$ cat src/rtl/cb_pkg.sv
// Shared widths and the per-tower record used by the cluster builder.
package cb_pkg;
    localparam int EW   = 8;              // width of each calorimeter energy part
    localparam int TW   = 8;              // width of a saturated tower energy
    localparam int SHW  = 3;              // width of the shape shift control
    localparam int CW   = TW + 2;         // cluster energy width (four towers)
    localparam int SUMW = EW + 2;         // width of a four-tower part sum
    localparam int CMPW = SUMW + (1 << SHW) - 1; // shifted comparison width

    typedef struct packed {
        logic [EW-1:0] e;   // electromagnetic part after the floor
        logic [EW-1:0] h;   // hadronic part after the floor
        logic [TW-1:0] et;  // saturated tower energy after the floor
        logic          fg;  // fine-grain flag after the floor
    } cb_tower_t;
endpackage

$ cat src/rtl/cb_tower_unit.sv
// Tower stage: adds the two energy parts with saturation and clears the
// whole tower record when the sum is below the floor.
// Assumes: inputs are already registered; one-cycle latency.
module cb_tower_unit
    import cb_pkg::*;
(
    input  logic          clk,
    input  logic          rst_n,
    input  logic [EW-1:0] e_in,
    input  logic [EW-1:0] h_in,
    input  logic          fg_in,
    input  logic [TW-1:0] thr,
    output cb_tower_t     q
);
    localparam logic [TW-1:0] TMAX = {TW{1'b1}};

    logic [EW:0]   raw;
    logic [TW-1:0] sat;
    logic          pass;

    // Saturating sum of the two parts and the floor test.
    always_comb begin
        raw  = {1'b0, e_in} + {1'b0, h_in};
        sat  = (raw > (EW+1)'(TMAX)) ? TMAX : TW'(raw);
        pass = (sat >= thr);
    end

    // Register the surviving tower, or an empty one.
    always_ff @(posedge clk) begin
        if (!rst_n)     q <= '0;
        else if (pass)  q <= '{e: e_in, h: h_in, et: sat, fg: fg_in};
        else            q <= '0;
    end

    a_r3_floor_clears: assert property (@(posedge clk) disable iff (!rst_n)
        (({1'b0, e_in} + {1'b0, h_in}) < (EW+1)'(thr)) |=> (q.et == '0 && !q.fg && q.h == '0));

    a_r4_saturates: assert property (@(posedge clk) disable iff (!rst_n)
        (({1'b0, e_in} + {1'b0, h_in}) > (EW+1)'(TMAX)) |=> (q.et == TMAX));
endmodule

$ cat src/rtl/cb_cluster_unit.sv
// Cluster stages: gathers four tower records, sums their energies and parts,
// ORs the fine-grain flags, then applies the shifted shape comparison.
// Assumes: border lanes arrive already zeroed; two-cycle latency.
module cb_cluster_unit
    import cb_pkg::*;
(
    input  logic            clk,
    input  logic            rst_n,
    input  cb_tower_t       t0,
    input  cb_tower_t       t1,
    input  cb_tower_t       t2,
    input  cb_tower_t       t3,
    input  logic [SHW-1:0]  shift,
    output logic [4*TW-1:0] lanes_o,
    output logic [CW-1:0]   csum_o,
    output logic            eg_o,
    output logic            fg_o
);
    logic [4*TW-1:0] lanes_s;
    logic [CW-1:0]   csum_s;
    logic [SUMW-1:0] esum_s, hsum_s;
    logic            fg_s;
    logic [SHW-1:0]  shift_s;
    logic [CMPW-1:0] h_weighted;

    // Sum stage: lane packing, energy sums and fine-grain OR.
    always_ff @(posedge clk) begin
        if (!rst_n) begin
            lanes_s <= '0; csum_s <= '0; esum_s <= '0;
            hsum_s  <= '0; fg_s   <= 1'b0; shift_s <= '0;
        end else begin
            lanes_s <= {t3.et, t2.et, t1.et, t0.et};
            csum_s  <= CW'(t0.et) + CW'(t1.et) + CW'(t2.et) + CW'(t3.et);
            esum_s  <= SUMW'(t0.e) + SUMW'(t1.e) + SUMW'(t2.e) + SUMW'(t3.e);
            hsum_s  <= SUMW'(t0.h) + SUMW'(t1.h) + SUMW'(t2.h) + SUMW'(t3.h);
            fg_s    <= t0.fg | t1.fg | t2.fg | t3.fg;
            shift_s <= shift;
        end
    end

    // Weighted hadronic sum, widened so the shift cannot drop bits.
    always_comb h_weighted = CMPW'(hsum_s) << shift_s;

    // Output stage: shape comparison and final registers.
    always_ff @(posedge clk) begin
        if (!rst_n) begin
            lanes_o <= '0; csum_o <= '0; eg_o <= 1'b0; fg_o <= 1'b0;
        end else begin
            lanes_o <= lanes_s;
            csum_o  <= csum_s;
            eg_o    <= (h_weighted <= CMPW'(esum_s));
            fg_o    <= fg_s;
        end
    end

    a_r6_fg_has_source: assert property (@(posedge clk) disable iff (!rst_n)
        fg_o |-> $past(t0.fg | t1.fg | t2.fg | t3.fg, 2));
endmodule

$ cat src/rtl/cb_cluster_builder.sv
// Top: registers the lattice and controls, runs one tower unit per tower,
// one cluster unit per position with zero padding at the south/east border,
// and carries the valid bit through the four stages.
// Assumes: a new lattice may arrive every cycle; controls travel with data.
module cb_cluster_builder
    import cb_pkg::*;
#(
    parameter int ROWS = 4,
    parameter int COLS = 4
) (
    input  logic                   clk,
    input  logic                   rst_n,
    input  logic                   in_valid,
    input  logic [ROWS*COLS*EW-1:0] ecal_et,
    input  logic [ROWS*COLS*EW-1:0] hcal_et,
    input  logic [ROWS*COLS-1:0]    fine_grain,
    input  logic [TW-1:0]           tower_thr,
    input  logic [SHW-1:0]          eg_shift,
    output logic                    out_valid,
    output logic [ROWS*COLS*4*TW-1:0] tower_lanes,
    output logic [ROWS*COLS*CW-1:0]   cluster_et,
    output logic [ROWS*COLS-1:0]      eg_flag,
    output logic [ROWS*COLS-1:0]      fg_flag
);
    localparam int NT = ROWS * COLS;

    logic [NT*EW-1:0] e1, h1;
    logic [NT-1:0]    fg1;
    logic [TW-1:0]    thr1;
    logic [SHW-1:0]   sh1, sh2;
    logic             v1, v2, v3;
    cb_tower_t        towers [NT];

    // Input stage: capture lattice and the controls that belong to it.
    always_ff @(posedge clk) begin
        if (!rst_n) begin
            e1 <= '0; h1 <= '0; fg1 <= '0; thr1 <= '0; sh1 <= '0; v1 <= 1'b0;
        end else begin
            e1 <= ecal_et; h1 <= hcal_et; fg1 <= fine_grain;
            thr1 <= tower_thr; sh1 <= eg_shift; v1 <= in_valid;
        end
    end

    // Valid and shift alignment through the remaining stages.
    always_ff @(posedge clk) begin
        if (!rst_n) begin
            v2 <= 1'b0; v3 <= 1'b0; out_valid <= 1'b0; sh2 <= '0;
        end else begin
            v2 <= v1; v3 <= v2; out_valid <= v3; sh2 <= sh1;
        end
    end

    for (genvar t = 0; t < NT; t++) begin : g_tower
        cb_tower_unit u_tower (
            .clk   (clk),
            .rst_n (rst_n),
            .e_in  (e1[t*EW +: EW]),
            .h_in  (h1[t*EW +: EW]),
            .fg_in (fg1[t]),
            .thr   (thr1),
            .q     (towers[t])
        );
    end

    for (genvar r = 0; r < ROWS; r++) begin : g_row
        for (genvar c = 0; c < COLS; c++) begin : g_col
            localparam int P = r * COLS + c;
            cb_tower_t n_e, n_s, n_se;

            if (c + 1 < COLS) begin : g_e
                assign n_e = towers[P+1];
            end else begin : g_e_pad
                assign n_e = '0;
            end
            if (r + 1 < ROWS) begin : g_s
                assign n_s = towers[P+COLS];
            end else begin : g_s_pad
                assign n_s = '0;
            end
            if ((r + 1 < ROWS) && (c + 1 < COLS)) begin : g_se
                assign n_se = towers[P+COLS+1];
            end else begin : g_se_pad
                assign n_se = '0;
            end

            cb_cluster_unit u_cluster (
                .clk     (clk),
                .rst_n   (rst_n),
                .t0      (towers[P]),
                .t1      (n_e),
                .t2      (n_s),
                .t3      (n_se),
                .shift   (sh2),
                .lanes_o (tower_lanes[P*4*TW +: 4*TW]),
                .csum_o  (cluster_et[P*CW +: CW]),
                .eg_o    (eg_flag[P]),
                .fg_o    (fg_flag[P])
            );

            a_r7_empty_is_eg: assert property (@(posedge clk) disable iff (!rst_n)
                (out_valid && cluster_et[P*CW +: CW] == '0) |-> eg_flag[P]);
        end
    end

    // Cycles since reset, used to bound the latency check.
    logic [2:0] since_rst;
    always_ff @(posedge clk) begin
        if (!rst_n)               since_rst <= '0;
        else if (since_rst != 3'd4) since_rst <= since_rst + 3'd1;
    end

    a_r2_latency: assert property (@(posedge clk) disable iff (!rst_n)
        (since_rst == 3'd4) |-> (out_valid == $past(in_valid, 4)));
endmodule

$ cat config.mk
export PLATFORM = sky130hd
export DESIGN_NAME = cb_cluster_builder
export DESIGN_NICKNAME = d
export VERILOG_FILES = /design/src/rtl/cb_pkg.sv /design/src/rtl/cb_tower_unit.sv /design/src/rtl/cb_cluster_unit.sv /design/src/rtl/cb_cluster_builder.sv
export SDC_FILE = /design/constraint.sdc
export NUM_CORES = 2
export LEC_CHECK = 0
export BUFFER_PORTS_ARGS = -buffer_cell sky130_fd_sc_hd__buf_4
export CORE_AREA = 2 2 384 386
export CTS_BUF_LIST = sky130_fd_sc_hd__clkbuf_8
export DETAILED_ROUTE_END_ITERATION = 8
export DIE_AREA = 0 0 386 388
export PLACE_DENSITY = 0.83
export REMOVE_ABC_BUFFERS = 1
export SLEW_MARGIN = 25
export SYNTH_ARGS = -nofsm -noshare
export SYNTH_HDL_FRONTEND = slang
export SYNTH_SLANG_ARGS = --single-unit
$ cat constraint.sdc
create_clock -name clk -period 5.15 [get_ports clk]
set_input_delay 0 -clock clk [delete_from_list [all_inputs] [get_ports clk]]
set_output_delay 0 -clock clk [all_outputs]
set_load 0.02 [all_outputs]
==> summary.txt <==
Status: complete, no violations
Vias in the first global route: 78.4k
CP Capture Type: flip-flop
Fmax: 0.228 GHz
CP Class: reg -> reg
PortBufs: 862
Layout Cell Area excl Fill: 0.109 sq mm
Vias per cell: 5.91
Commonest non-fill, non-tap cell in the layout: dfxtp_1
Hold Buf Count CTS: 704
Starting Density: 0.619
Sequential share of the synthesized area: 0.354
Die width: 386 um
Met1 GRT Util: 0.524
Core Footprint: 0.145 sq mm
Slew HR: 0.104
P&R area growth vs syn: 20.8%
M3 GR Usage: 0.122
Filler cell count: 9,955
Static Leak: 51.7 nW
Synth Instances: 9,790
Power density over cell area: 331 mW/mm^2
Least-Margin Pin Slew: 1310 ps
Async S/R FF share, synth: 0
GRT Overall Usage: 0.463
GR peak layer: met2
Finished Layout Cells: 13.3k
Final ANT Viol Nets: 0
Post-CTS Setup Bufs: 0
Placed Area: 0.0957 sq mm
Worst Hold Class: in -> reg
FF+latch count, synth: 1,589
Worst IR Drop VDD: 0.402 mV
Worst r2r path cells: 12
CTS clock-pin slew for the worst setup and hold paths: 60 ps
Post-Place Cells: 12.1k
Clock skew: 86.1 ps
Via count: 78.5k
TritonCTS Sinks: 1,589
Die height: 388 um
Htree depth: 5
Synth Cell Area: 0.0899 sq mm
Internal reg-to-reg setup slack: 770 ps
Final min period: 4380 ps
Fin. Hold Viols: 0
Number of synthesized flops with an enable pin: 0
Synthesis Warnings: 0
Most used DFF post-synth: dfxtp_1
Final setup fails: 0
Final Cycle Share: 0.851
Total CTS buffers: 282
Commonest cells after routing, fill and taps aside: dfxtp_1, inv_1, ha_1, buf_4
Die area: 0.150 sq mm
DRT Pass-1 Iters: 8
Met2 Track Usage GR: 0.703
Latest clock arrival within the worst-skew pair: 1030 ps
RSZ-0062 raised after global routing: false
CTS Root Cell: clkbuf_8
Worst path arrival time: 5240 ps
Routed WL: 354 mm
Pins Over Slew Limit: 0
Setup crit start kind: flip-flop
Syn Area/Cell: 9.18 sq um
Cell Rows: 140
Post-DP HPWL: 259 mm
Cell variety after synth: 66
Max_cap viols: 0
IO Pins: 991
WHS Path Cells: 3
Initial antenna violation count: 57
Pin count of the biggest net entering global routing: 245
CTS tree: yes
CP required: 6010 ps
Post-DR wirelength/cell: 26.7 um
Critical path fanouts, max: 4
GP Congestion: 1.08
Fin nets: 12.7k
CTS Buffer Depth: 4
Initial DRC count: 7,182
DRC Markers: 0
First-pass GRT wire length: 508 mm
# resized after CTS: 0
Grt total ovfl: 0
Share of cells above drive strength 1: 0.131
[per-stage QoR]
stage           util  power (mW)  hold slack (ps)  worst slack (ps)  setup TNS (ps)
5_1_grt        0.747        37.3             47.5               718               0
3_5_place_dp   0.659        23.0              210              1130               0
2_1_floorplan      -        19.6              122             -4170          -63810
3_3_place_gp   0.658        22.7              210              1170               0
6_report       0.748        36.0             61.2               766               0
4_1_cts        0.747        35.4             5.18              1120               0
[power breakdown]
group          total [mW]  switching, mW  internal [mW]
Clock                12.3           5.50           6.77
Sequential           14.5           1.11           13.4
Combinational        9.18           5.37           3.81
Total                36.0           12.0           24.0
[worst max-delay path, stage by stage, from the launching register on]
cell and delay [ps]:
dfxtp_1 340, ha_1 230, fa_1 430, a21o_1 180
a21oi_1 370, xnor2_1 140, fa_1 590, inv_1 70
ha_1 350, o21ai_0 180, a21boi_0 550, o21ai_0 250
a221oi_1 560
[path summary, 6_finish.rpt]
kind                                                   to                                    start
hold reg to reg   g_row[2].g_col[2].u_cluster.lanes_o[28]  g_row[3].g_col[2].u_cluster.lanes_s[12]
hold / removal                                     e1[73]                              ecal_et[73]
setup / recovery    g_row[0].g_col[0].u_cluster.esum_s[7]                 g_tower[0].u_tower.q[17]
setup reg to reg    g_row[0].g_col[0].u_cluster.esum_s[7]                 g_tower[0].u_tower.q[17]
[logic make-up after synthesis]
logic type | synth area share
DFF | 0.354
and+or+nand+nor | 0.165
xor gates and xnor gates | 0.0254
AOI/OAI and AO/OA | 0.133
buffers and inverters | 0.0931
other | 0.0000417
adders and majority gates | 0.205
muxes | 0.0247
[sequential cells by signal, indices dropped and copies added, names as in the netlist, 3 cells and up]
register and cells:
g_row.g_col.u_cluster.eg_o 16, g_tower.u_tower.q 400, g_row.g_col.u_cluster.hsum_s 152, sh1 3
g_row.g_col.u_cluster.fg_o 16, g_row.g_col.u_cluster.fg_s 16, e1 128, g_row.g_col.u_cluster.esum_s 152
g_row.g_col.u_cluster.lanes_s 128, sh2 3, fg1 16, thr1 8
g_row.g_col.u_cluster.shift_s 3, h1 128, g_row.g_col.u_cluster.csum_o 144, g_row.g_col.u_cluster.csum_s 144
g_row.g_col.u_cluster.lanes_o 128
[per-layer routing]
| layer | part of all wire | vias up | wire, um |
|---|---|---|---|
| met2 | 0.43 | 4593 | 153000 |
| met3 | 0.095 | 1507 | 33500 |
| met1 | 0.36 | 37400 | 127000 |
| met4 | 0.12 | 36 | 40900 |
| li1 | - | 35000 | - |
| met5 | 0.0010 | - | 355 |
[layout make-up]
type	count	area, sq um	area share
flip-flops and latches	1589	31800	0.293
well taps	1917	2400	0.0221
repair buffers	1630	14100	0.130
multi-input cells	6543	50400	0.464
clock inverters	134	993	0.00915
inverters	1076	4050	0.0373
diodes	40	100	0.000922
clock buffers	343	4720	0.0435
[synthesized netlist by cell type (all sizes together) (40+ instances only)]
library cell,n,area [sq um]
mux2i,172,1720
nand2,395,1480
or3,66,413
nor3b,303,2300
mux2,40,450
nor2b,106,663
fa,304,6090
o21a,177,1330
a21boi,52,390
inv,1075,4040
a211o,65,569
a211oi,104,846
dfxtp,1589,31800
nor3,189,946
a21o,123,923
xor2,139,1220
o211ai,66,495
a21oi,535,2760
clkbuf,227,852
ha,984,12300
nor2,772,2900
o21bai,70,526
nand2b,100,626
xnor2,122,1070
o31ai,82,616
a221oi,54,473
and2,772,4830
buf,482,3480
o21ai,379,1900
Power figures use the tool's default switching activity.
